===== src/rtl/sram_lane_pkg.sv =====
package sram_lane_pkg;

  typedef enum logic [2:0] {
    ST_IDLE,
    ST_RD_ACCESS,
    ST_RD_HOLD,
    ST_WR_SETUP,
    ST_WR_PULSE,
    ST_WR_RECOVER,
    ST_TURNAROUND
  } ctrlState_t;

  // strobes from control to datapath
  typedef struct packed {
    logic load;     // register a new request
    logic capture;  // sample read data, raise valid
    logic laneOn;   // assert selects of enabled lanes
    logic oeOn;     // assert read strobe
    logic weOn;     // assert write strobe
    logic driveOn;  // enable controller data drivers
  } ctrlStrobe_t;

  function automatic int ceilCycles(int ns, int clkNs);
    return (ns + clkNs - 1) / clkNs;
  endfunction

  function automatic int maxOf(int a, int b);
    return (a > b) ? a : b;
  endfunction

endpackage


===== src/rtl/sram_lane_fsm.sv =====
module sram_lane_fsm
  import sram_lane_pkg::*;
#(
  parameter int RD_CYC    = 3,
  parameter int SETUP_CYC = 1,
  parameter int PULSE_CYC = 2,
  parameter int RECOV_CYC = 1,
  parameter int TURN_CYC  = 2
) (
  input  logic        clk,
  input  logic        rstN,
  input  logic        reqValid,
  input  logic        reqWrite,
  output logic        reqReady,
  output ctrlStrobe_t strobe
);

  localparam int MAX_CYC = maxOf(maxOf(RD_CYC, SETUP_CYC),
                                 maxOf(maxOf(PULSE_CYC, RECOV_CYC), TURN_CYC));
  localparam int CNT_W = (MAX_CYC > 1) ? $clog2(MAX_CYC) : 1;

  typedef logic [CNT_W-1:0] cnt_t;

  localparam cnt_t RD_LD    = cnt_t'(RD_CYC - 1);
  localparam cnt_t SETUP_LD = cnt_t'(SETUP_CYC - 1);
  localparam cnt_t PULSE_LD = cnt_t'(PULSE_CYC - 1);
  localparam cnt_t RECOV_LD = cnt_t'(RECOV_CYC - 1);
  localparam cnt_t TURN_LD  = cnt_t'(TURN_CYC - 1);

  ctrlState_t state, stateNx;
  cnt_t       cnt, cntNx;
  logic       recentRead, recentReadNx;
  logic       loadNow, captureNow;
  logic       cntDone;

  assign cntDone = (cnt == '0);

  always_comb begin
    stateNx      = state;
    cntNx        = cnt;
    recentReadNx = recentRead;
    loadNow      = 1'b0;
    captureNow   = 1'b0;
    case (state)
      ST_IDLE: begin
        if (reqValid) begin
          loadNow = 1'b1;
          if (!reqWrite) begin
            stateNx = ST_RD_ACCESS;
            cntNx   = RD_LD;
          end else if (recentRead) begin
            stateNx = ST_TURNAROUND;
            cntNx   = TURN_LD;
          end else begin
            stateNx = ST_WR_SETUP;
            cntNx   = SETUP_LD;
          end
        end
      end
      ST_RD_ACCESS: begin
        if (cntDone) begin
          captureNow = 1'b1;
          stateNx    = ST_RD_HOLD;
        end else begin
          cntNx = cnt - 1'b1;
        end
      end
      ST_RD_HOLD: begin
        recentReadNx = 1'b1;
        stateNx      = ST_IDLE;
      end
      ST_TURNAROUND: begin
        if (cntDone) begin
          recentReadNx = 1'b0;
          stateNx      = ST_WR_SETUP;
          cntNx        = SETUP_LD;
        end else begin
          cntNx = cnt - 1'b1;
        end
      end
      ST_WR_SETUP: begin
        if (cntDone) begin
          stateNx = ST_WR_PULSE;
          cntNx   = PULSE_LD;
        end else begin
          cntNx = cnt - 1'b1;
        end
      end
      ST_WR_PULSE: begin
        if (cntDone) begin
          stateNx = ST_WR_RECOVER;
          cntNx   = RECOV_LD;
        end else begin
          cntNx = cnt - 1'b1;
        end
      end
      ST_WR_RECOVER: begin
        if (cntDone) begin
          stateNx = ST_IDLE;
        end else begin
          cntNx = cnt - 1'b1;
        end
      end
      default: stateNx = ST_IDLE;
    endcase
  end

  always_ff @(posedge clk) begin
    if (!rstN) begin
      state      <= ST_IDLE;
      cnt        <= '0;
      recentRead <= 1'b0;
    end else begin
      state      <= stateNx;
      cnt        <= cntNx;
      recentRead <= recentReadNx;
    end
  end

  assign reqReady = (state == ST_IDLE);

  always_comb begin
    strobe         = '0;
    strobe.load    = loadNow;
    strobe.capture = captureNow;
    strobe.laneOn  = state inside {ST_RD_ACCESS, ST_WR_SETUP, ST_WR_PULSE, ST_WR_RECOVER};
    strobe.oeOn    = (state == ST_RD_ACCESS);
    strobe.weOn    = (state == ST_WR_PULSE);
    strobe.driveOn = state inside {ST_WR_SETUP, ST_WR_PULSE, ST_WR_RECOVER};
  end

endmodule


===== src/rtl/sram_lane_dpath.sv =====
module sram_lane_dpath
  import sram_lane_pkg::*;
#(
  parameter int ADDR_W = 19,
  parameter int LANES  = 4,
  parameter int LANE_W = 8
) (
  input  logic                      clk,
  input  logic                      rstN,
  input  ctrlStrobe_t               strobe,
  input  logic [ADDR_W-1:0]         reqAddr,
  input  logic [LANES-1:0]          reqByteEn,
  input  logic [LANES*LANE_W-1:0]   reqWdata,
  input  logic [LANES*LANE_W-1:0]   memDin,
  output logic                      rdValid,
  output logic [LANES*LANE_W-1:0]   rdData,
  output logic [ADDR_W-1:0]         memAddr,
  output logic [LANES-1:0]          memCeN,
  output logic                      memWeN,
  output logic                      memOeN,
  output logic [LANES*LANE_W-1:0]   memDout,
  output logic                      memDoe
);

  localparam int DATA_W = LANES * LANE_W;

  logic [ADDR_W-1:0] addrQ;
  logic [LANES-1:0]  laneQ;
  logic [DATA_W-1:0] wdataQ;
  logic              validQ;

  always_ff @(posedge clk) begin
    if (!rstN) begin
      addrQ  <= '0;
      laneQ  <= '0;
      wdataQ <= '0;
      validQ <= 1'b0;
    end else begin
      validQ <= strobe.capture;
      if (strobe.load) begin
        addrQ  <= reqAddr;
        laneQ  <= reqByteEn;
        wdataQ <= reqWdata;
      end
    end
  end

  for (genvar g = 0; g < LANES; g++) begin : gLane
    logic [LANE_W-1:0] laneData;

    always_ff @(posedge clk) begin
      if (!rstN) begin
        laneData <= '0;
      end else if (strobe.capture) begin
        laneData <= laneQ[g] ? memDin[g*LANE_W +: LANE_W] : '0;
      end
    end

    assign rdData[g*LANE_W +: LANE_W] = laneData;
    assign memCeN[g] = ~(strobe.laneOn & laneQ[g]);
  end

  assign rdValid = validQ;
  assign memAddr = addrQ;
  assign memWeN  = ~strobe.weOn;
  assign memOeN  = ~strobe.oeOn;
  assign memDout = wdataQ;
  assign memDoe  = strobe.driveOn;

endmodule


===== src/rtl/sram_lane_ctrl.sv =====
module sram_lane_ctrl
  import sram_lane_pkg::*;
#(
  parameter int ADDR_W  = 19,
  parameter int DATA_W  = 32,
  parameter int CLK_NS  = 5,
  parameter int T_RC_NS = 15,
  parameter int T_AA_NS = 15,
  parameter int T_OE_NS = 7,
  parameter int T_WC_NS = 15,
  parameter int T_WP_NS = 10,
  parameter int T_AW_NS = 10,
  parameter int T_AS_NS = 0,
  parameter int T_DW_NS = 7,
  parameter int T_HZ_NS = 7
) (
  input  logic              clk,
  input  logic              rstN,
  input  logic              reqValid,
  input  logic              reqWrite,
  input  logic [ADDR_W-1:0] reqAddr,
  input  logic [DATA_W/8-1:0] reqByteEn,
  input  logic [DATA_W-1:0] reqWdata,
  output logic              reqReady,
  output logic              rdValid,
  output logic [DATA_W-1:0] rdData,
  output logic [ADDR_W-1:0] memAddr,
  output logic [DATA_W/8-1:0] memCeN,
  output logic              memWeN,
  output logic              memOeN,
  output logic [DATA_W-1:0] memDout,
  output logic              memDoe,
  input  logic [DATA_W-1:0] memDin
);

  localparam int LANE_W    = 8;
  localparam int LANES     = DATA_W / LANE_W;
  localparam int RD_CYC    = maxOf(1, ceilCycles(maxOf(maxOf(T_RC_NS, T_AA_NS), T_OE_NS), CLK_NS));
  localparam int SETUP_CYC = maxOf(1, ceilCycles(T_AS_NS, CLK_NS));
  localparam int PULSE_CYC = maxOf(maxOf(1, ceilCycles(T_WP_NS, CLK_NS)),
                                   maxOf(ceilCycles(T_AW_NS, CLK_NS) - SETUP_CYC,
                                         ceilCycles(T_DW_NS, CLK_NS) - SETUP_CYC));
  localparam int RECOV_CYC = maxOf(1, ceilCycles(T_WC_NS, CLK_NS) - SETUP_CYC - PULSE_CYC);
  localparam int TURN_CYC  = maxOf(1, ceilCycles(T_HZ_NS, CLK_NS));

  ctrlStrobe_t strobe;

  sram_lane_fsm #(
    .RD_CYC   (RD_CYC),
    .SETUP_CYC(SETUP_CYC),
    .PULSE_CYC(PULSE_CYC),
    .RECOV_CYC(RECOV_CYC),
    .TURN_CYC (TURN_CYC)
  ) uFsm (
    .clk     (clk),
    .rstN    (rstN),
    .reqValid(reqValid),
    .reqWrite(reqWrite),
    .reqReady(reqReady),
    .strobe  (strobe)
  );

  sram_lane_dpath #(
    .ADDR_W(ADDR_W),
    .LANES (LANES),
    .LANE_W(LANE_W)
  ) uDpath (
    .clk      (clk),
    .rstN     (rstN),
    .strobe   (strobe),
    .reqAddr  (reqAddr),
    .reqByteEn(reqByteEn),
    .reqWdata (reqWdata),
    .memDin   (memDin),
    .rdValid  (rdValid),
    .rdData   (rdData),
    .memAddr  (memAddr),
    .memCeN   (memCeN),
    .memWeN   (memWeN),
    .memOeN   (memOeN),
    .memDout  (memDout),
    .memDoe   (memDoe)
  );

endmodule


===== config.mk =====
export PLATFORM = sky130hd
export DESIGN_NAME = sram_lane_ctrl
export DESIGN_NICKNAME = d
export VERILOG_FILES = /design/src/rtl/sram_lane_pkg.sv /design/src/rtl/sram_lane_fsm.sv /design/src/rtl/sram_lane_dpath.sv /design/src/rtl/sram_lane_ctrl.sv
export SDC_FILE = /design/constraint.sdc
export NUM_CORES = 1
export LEC_CHECK = 0
export ABC_AREA = 1
export BUFFER_PORTS_ARGS = -buffer_cell sky130_fd_sc_hd__buf_4
export CORE_AREA = 2 2 97 99
export CTS_CLUSTER_SIZE = 25
export DETAILED_ROUTE_END_ITERATION = 6
export DIE_AREA = 0 0 99 101
export PLACE_DENSITY = 0.78
export SLEW_MARGIN = 10
export SYNTH_ARGS = -nofsm -noshare
export SYNTH_HDL_FRONTEND = slang
export SYNTH_SLANG_ARGS = --single-unit

===== constraint.sdc =====
create_clock -name clk -period 1.6 [get_ports clk]
set_input_delay 0.08 -clock clk [delete_from_list [all_inputs] [get_ports clk]]
set_output_delay 0.08 -clock clk [all_outputs]
set_load 0.01 [all_outputs]

==> results of run 1 <==
## cells in the mapped netlist (all sizes together)
| cell type | number | area [µm²] |
|---|---|---|
| a21oi | 60 | 450 |
| buf | 30 | 218 |
| clkbuf | 10 | 37.5 |
| dfxtp | 94 | 1880 |
| ha | 3 | 37.5 |
| inv | 15 | 56.3 |
| nand2 | 126 | 475 |
| nand3 | 95 | 676 |
| nand4 | 1 | 12.5 |
| nor2 | 9 | 41.3 |
| nor3 | 1 | 16.3 |
| o211ai | 1 | 7.51 |
| o21ai | 36 | 180 |
| or2 | 1 | 6.26 |
## layer usage
layer	share of wire	GRT usage	up-vias	routed length, µm
li1	-	-	2085	-
met1	0.40	0.295	1980	5110
met2	0.50	0.433	183	6290
met3	0.074	0.0562	29	933
met4	0.024	0.0938	0	305
met5	0	0	-	0
## logic make-up (layout without fill, tap and decap cells)
kind of cell,Yosys count,in the layout
AND/OR/NAND/NOR,233,233
buffers and inverters,55,301
adder cells (fa/ha/maj),3,3
AO/OA/AOI/OAI,97,97
flip-flops,94,94
## report_power, final
group	switching (mW)	internal, mW	leakage (nW)
clock	0.856	0.886	0.106
sequential	0.327	2.71	0.767
combinational	2.01	1.51	1.87
## cell type report
class                           count  area [µm²]  share of cell area
Tap cell                          111         139              0.0214
Sequential cell                    94        1890               0.291
Multi-Input combinational cell    333        1910               0.294
Clock buffer                        9         124              0.0191
Clock inverter                      7        97.6              0.0151
Timing Repair Buffer              270        2270               0.350
Inverter                           15        56.3             0.00869
## flip-flops by register name (all words and copies together) (netlist names)
| signal | count |
|---|---|
| uDpath.laneQ | 4 |
| uDpath.memAddr | 19 |
| uFsm.cnt | 2 |
| uFsm.state | 3 |
| uDpath.memDout | 32 |
| uFsm.recentRead | 1 |
| uDpath.gLane.laneData | 32 |
| uDpath.rdValid | 1 |
## worst max-delay path, cell delays in order, from the launching register on
cell and delay [ps]:
sky130_fd_sc_hd__dfxtp_2 390, sky130_fd_sc_hd__nor3_4 300, sky130_fd_sc_hd__buf_12 220, sky130_fd_sc_hd__buf_4 150
## stage by stage
stage          hold slack (ps)  area, µm²   util  instances  setup slack [ps]
2_1_floorplan              229       4100      -        482               354
3_3_place_gp               352       5480  0.611        748               219
3_5_place_dp               358       5480  0.611        748               169
4_1_cts                  0.933       6450  0.719        838              32.3
5_1_grt                   4.14       6480  0.721        839              7.29
6_report                  16.4       6480  0.721        839               103
## final timing paths
check                                       start                           to  depth (start not counted)
worst max register to register      uFsm.state[0]            uDpath.memDout[2]                          4
worst min register to register  uDpath.memDout[3]            uDpath.memDout[3]                          2
worst max-delay path                uFsm.state[0]                     reqReady                          3
worst min-delay path                    memDin[9]  uDpath.gLane[1].laneData[1]                          3
## what timing repair did
action	4_1_cts	5_1_grt
hold buffers	74	1
endpoints found under the setup margin	6	5
resized for setup	4	4
endpoints found under the hold margin	74	1
==> qor_table.md, run 1 <==
| Result | Value |
|:---|:---|
| Run status | complete, no violations |
| DRC violations left | 0 |
| Maximum operating frequency | 0.668 GHz |
| Average via count per standard cell | 5.10 |
| CTS sink count | 94 |
| Register-to-register setup slack | 120 ps |
| Final period demand of the worst path | 1500 ps |
| RSZ-0062 raised after global routing | no |
| Slew at the pin closest to its max-slew limit | 408 ps |
| Post-route clock period utilization | 0.936 |
| Hold Vio Cnt, Final | 0 |
| FILL cells | 621 |
| Main combinational cell family by area after synthesis | simple AND/OR/NAND/NOR gates |
| Power after layout | 8.30 mW |
| Post-synthesis sequential element count | 94 |
| Detail Route Antenna Nets | 0 |
| Post-synthesis cell type count | 23 |
| Data arrival, critical path | 1420 ps |
| Vias after detailed routing | 4277 |
| Leakage power total | 2.74 nW |
| Count of input and output buffers | 182 |
| H-tree depth | 3 |
| Average cell area after synthesis | 8.50 µm² |
| Number of ports placed on the die boundary | 183 |
| Synthesized-area fraction occupied by adder cells | 0.00916 |
| Worst setup SP type | flip-flop |
| 1st-pass router iterations | 5 |
| Total clock buffers created by CTS | 9 |
| Routed wirelength normalized by instance count | 15.1 µm |
| Capturing element type of the critical path | output pin |
| Multiplexer fraction of the synthesized cell area | 0 |
| Leading cell types in the layout, fill and taps excluded | 190 x sky130_fd_sc_hd__buf_4, 124 x sky130_fd_sc_hd__nand2_1, 91 x sky130_fd_sc_hd__dfxtp_1, 75 x sky130_fd_sc_hd__dlygate4sd3_1, 55 x sky130_fd_sc_hd__nand3_1 |
| Gate count of the mapped netlist | 482 |
| Number of global-route vias before repair | 4323 |
| Area of the placeable core | 0.00898 mm² |
| Final Slew Violations | 0 |
| Core Rows | 35 |
| Overall Global Routing Usage | 0.247 |
| Total gr overflow | 0 |
| CTS Root Buffer Type | sky130_fd_sc_hd__clkbuf_8 |
| Clock latency of the later-clocked register in the worst-skew pair | 350 ps |
| Antenna violations before repair | 0 |
| Leading cell type in the layout, fill and taps excluded | sky130_fd_sc_hd__buf_4 |
| Largest net degree at the start of global routing | 60 |
| Post-CTS Setup Inserts | 0 |
| Final setup violation count | 0 |
| Type of the setup path with the least slack | reg -> out |
| Data required time of the worst path | 1520 ps |
| Initial cell density of the core | 0.456 |
| Count of maximum capacitance violations | 0 |
| Share of final-layout standard cells stronger than drive strength 1 | 0.416 |
| Cell area after synthesis | 0.00410 mm² |
| Clock transition at the register clock pins on the worst setup and hold paths after CTS | 90 ps |
| Number of buffers on the longest clock path | 2 |
| Post-Synth Simple-Gate Area | 0.300 |
| Final HPWL from detailed placement | 8030 µm |
| Final worst clock skew | 10.0 ps |
| Yosys warns | 0 |
| Slew HR | 0.727 |
| Post-synthesis sequential area ratio | 0.459 |
| Floorplan die width | 99 µm |
| First-pass GRT wire length | 20200 µm |
| Area fraction in compound gates after synthesis | 0.156 |
| Ant. Diodes | 0 |
| Layout overhead on the synthesized area | 58.1% |
| Number of nets at the end of the flow | 817 |
| Die area | 0.0100 mm² |
| Final wirelength | 12600 µm |
| XOR/XNOR Fraction of Synth Area | 0 |
| Final weighted congestion of routability-driven global placement | 0.854 |
| TritonCTS clock tree | built |
| Mapped Nets | 576 |
| Pwr/cell area | 1280 mW/mm² |
| Number of DRC markers in iteration 0 | 141 |
| Die Span Y | 101 µm |
| Max FO, Critical Path | 22 |
| VDD IR-drop max | 0.00110 V |
| Class of the worst hold path | in -> reg |
| Setup total negative slack | 0 ps |
Note: power is estimated with default switching activity, not from simulation.
==> run 2, diff against run 1 <==
--- a/config.mk
+++ b/config.mk
@@ -12,6 +12,7 @@
 export DETAILED_ROUTE_END_ITERATION = 6
 export DIE_AREA = 0 0 99 101
 export PLACE_DENSITY = 0.78
+export RECOVER_POWER = 100
 export SLEW_MARGIN = 10
 export SYNTH_ARGS = -nofsm -noshare
 export SYNTH_HDL_FRONTEND = slang
==> qor_table.md, run 2 (synthesis results as in run 1) <==
| Result | Value | vs previous |
|:---|:---|:---|
| Max FO, Critical Path | 22 | unchanged |
| Switching portion of total power | 0.396 | +0.0106 |
| Leading cell types in the layout, fill and taps excluded | 125 x sky130_fd_sc_hd__nand2_1, 100 x sky130_fd_sc_hd__buf_4, 91 x sky130_fd_sc_hd__dfxtp_1, 87 x sky130_fd_sc_hd__clkbuf_1, 75 x sky130_fd_sc_hd__dlygate4sd3_1 |  |
| Post-route clock period utilization | 0.950 | +0.0138 |
| Cell with the largest stage delay on the worst path | sky130_fd_sc_hd__clkbuf_4 |  |
| Hold Vio Cnt, Final | 0 | unchanged |
| Total clock buffers created by CTS | 9 | unchanged |
| Detail Route Antenna Nets | 0 | unchanged |
| Power after layout | 7.88 mW | -5.1% |
| H-tree depth | 3 | unchanged |
| Switching Power | 3.12 mW | -2.5% |
| DRC violations left | 0 | unchanged |
| Worst setup SP type | flip-flop |  |
| 1st-pass router iterations | 4 | -1 |
| Clock latency of the later-clocked register in the worst-skew pair | 350 ps | about the same |
| Critical hold path startpoint | reqWdata[31] |  |
| Comb power frac | 0.394 | -0.030 |
| Count of maximum capacitance violations | 0 | unchanged |
| Total gr overflow | 0 | unchanged |
| Final setup violation count | 0 | unchanged |
| CTS sink count | 94 | unchanged |
| Number of ports placed on the die boundary | 183 | unchanged |
| Delay contributed by the slowest stage of the critical path | 430 ps | +40 ps |
| Average via count per standard cell | 5.12 | +0.51% |
| VDD IR-drop max | 0.00104 V | -5.4% |
| Layout overhead on the synthesized area | 46.4% |  |
| Pwr/cell area | 1310 mW/mm² | +2.4% |
| Final wirelength | 12600 µm | +0.12% |
| Chain of cells forming the critical path | nor3_4, clkbuf_4, nand3_1, a21oi_1 |  |
| Leading cell type in the layout, fill and taps excluded | sky130_fd_sc_hd__nand2_1 |  |
| Core Rows | 35 | unchanged |
| Slew at the pin closest to its max-slew limit | 458 ps | +49.4 ps |
| FILL cells | 764 | +23% |
| Clock power share | 0.222 | +0.012 |
| Die Span Y | 101 µm | unchanged |
| Run status | complete, no violations |  |
| Final worst clock skew | 9.52 ps | -0.510 ps |
| Slew HR | 0.695 | -0.0325 |
| Floorplan die width | 99 µm | unchanged |
| Overall Global Routing Usage | 0.247 | unchanged |
| Class of the worst hold path | in -> reg |  |
| Routed wirelength normalized by instance count | 15.1 µm | +0.12% |
| Ant. Diodes | 0 | unchanged |
| Number of buffers on the longest clock path | 2 | unchanged |
| Area of the placeable core | 0.00898 mm² | unchanged |
| RSZ-0062 raised after global routing | no |  |
| Antenna violations before repair | 0 | unchanged |
| Number of nets at the end of the flow | 817 | unchanged |
| CTS Root Buffer Type | sky130_fd_sc_hd__clkbuf_8 |  |
| Count of input and output buffers | 182 | unchanged |
| Initial cell density of the core | 0.456 | unchanged |
| Worst r2r src | uFsm.state[0] |  |
| Data required time of the worst path | 1870 ps | +350 ps |
| TritonCTS clock tree | built |  |
| Part of the total power dissipated in sequential elements | 0.384 | +0.018 |
| Capturing element type of the critical path | flip-flop |  |
| Number of global-route vias before repair | 4323 | unchanged |
| Pint | 4.76 mW | -6.8% |
| Share of final-layout standard cells stronger than drive strength 1 | 0.254 | -0.162 |
| Leakage power total | 2.36 nW | -14% |
| Final Slew Violations | 0 | unchanged |
| Data arrival, critical path | 1790 ps | +370 ps |
| Die area | 0.0100 mm² | unchanged |
| Timing startpoint of the critical path | uFsm.state[0] |  |
| Clock transition at the register clock pins on the worst setup and hold paths after CTS | 90 ps | about the same |
| Number of DRC markers in iteration 0 | 192 | +36% |
| Setup total negative slack | 0 ps | unchanged |
| Largest net degree at the start of global routing | 60 | unchanged |
| Vias after detailed routing | 4299 | +0.51% |
| Post-CTS Setup Inserts | 0 | unchanged |
| Maximum operating frequency | 0.658 GHz | -1.5% |
| First-pass GRT wire length | 20200 µm | unchanged |
| Final weighted congestion of routability-driven global placement | 0.854 | unchanged |
| Final period demand of the worst path | 1520 ps | +22.2 ps |
| Final HPWL from detailed placement | 8030 µm | unchanged |
| Type of the setup path with the least slack | reg -> reg |  |
## run 2: changes by cell type in the layout (fill, tap and decap cells not counted), sizes merged
cell	delta
buf	-91
clkbuf	+91
## run 2: final timing paths
check / slack (ps) / cells past startpoint / to
max: 80 / 4 / uDpath.memDout[2]
min: 20 / 3 / uDpath.memDout[31]
max reg2reg: 80 / 4 / uDpath.memDout[2]
min reg2reg: 470 / 2 / uDpath.memAddr[12]
## run 2: per-stage QoR
step           hold slack (ps)  utilization  worst slack, ps  instance area [µm²]  std cells
5_1_grt                   6.14        0.668             3.88                 6000        839
6_report                  16.2        0.668             80.8                 6000        839
3_3_place_gp               352        0.611              219                 5480        748
4_1_cts                  0.933        0.719             32.3                 6450        838
2_1_floorplan              229            -              354                 4100        482
3_5_place_dp               358        0.611              169                 5480        748
## run 2: cell type report
class | count | area (µm²) | area share
inverter | 15 | 56.3 | 0.00939
clock inverter | 7 | 97.6 | 0.0163
multi-input combinational | 333 | 1780 | 0.297
timing repair buffer | 270 | 1910 | 0.319
sequential | 94 | 1890 | 0.314
tap | 111 | 139 | 0.0232
clock buffer | 9 | 124 | 0.0207
## run 2: per-layer routing
layer,vias up,track usage,routed length (µm)
met5,-,0,0
met4,0,0.0938,310
met3,30,0.0562,900
met2,183,0.433,6320
met1,2000,0.295,5120
li1,2086,-,-
## run 2: power groups by stage
| stage | registers, mW | logic, mW | clock network, mW |
|---|---|---|---|
| 2_1_floorplan | 3.05 | 2.36 | 0 |
| 3_3_place_gp | 3.05 | 3.21 | 0 |
| 3_5_place_dp | 3.07 | 3.28 | 0 |
| 4_1_cts | 3.03 | 3.44 | 1.78 |
| 5_1_grt | 3.08 | 3.42 | 1.87 |
| 6_report | 3.03 | 3.10 | 1.75 |
## run 2: repair_timing
action	CTS	global route
gates resized for setup	4	4
hold endpoints to repair	74	1
setup endpoints to repair	6	5
hold buffers	74	1
gates cloned	0	0
## run 2: critical path, delay by kind of cell (launching register included)
family	cells	cell delay, ps
and+or+nand+nor	2	430
buffers and inverters	1	430
DFF	1	390
AOI/OAI and AO/OA	1	190
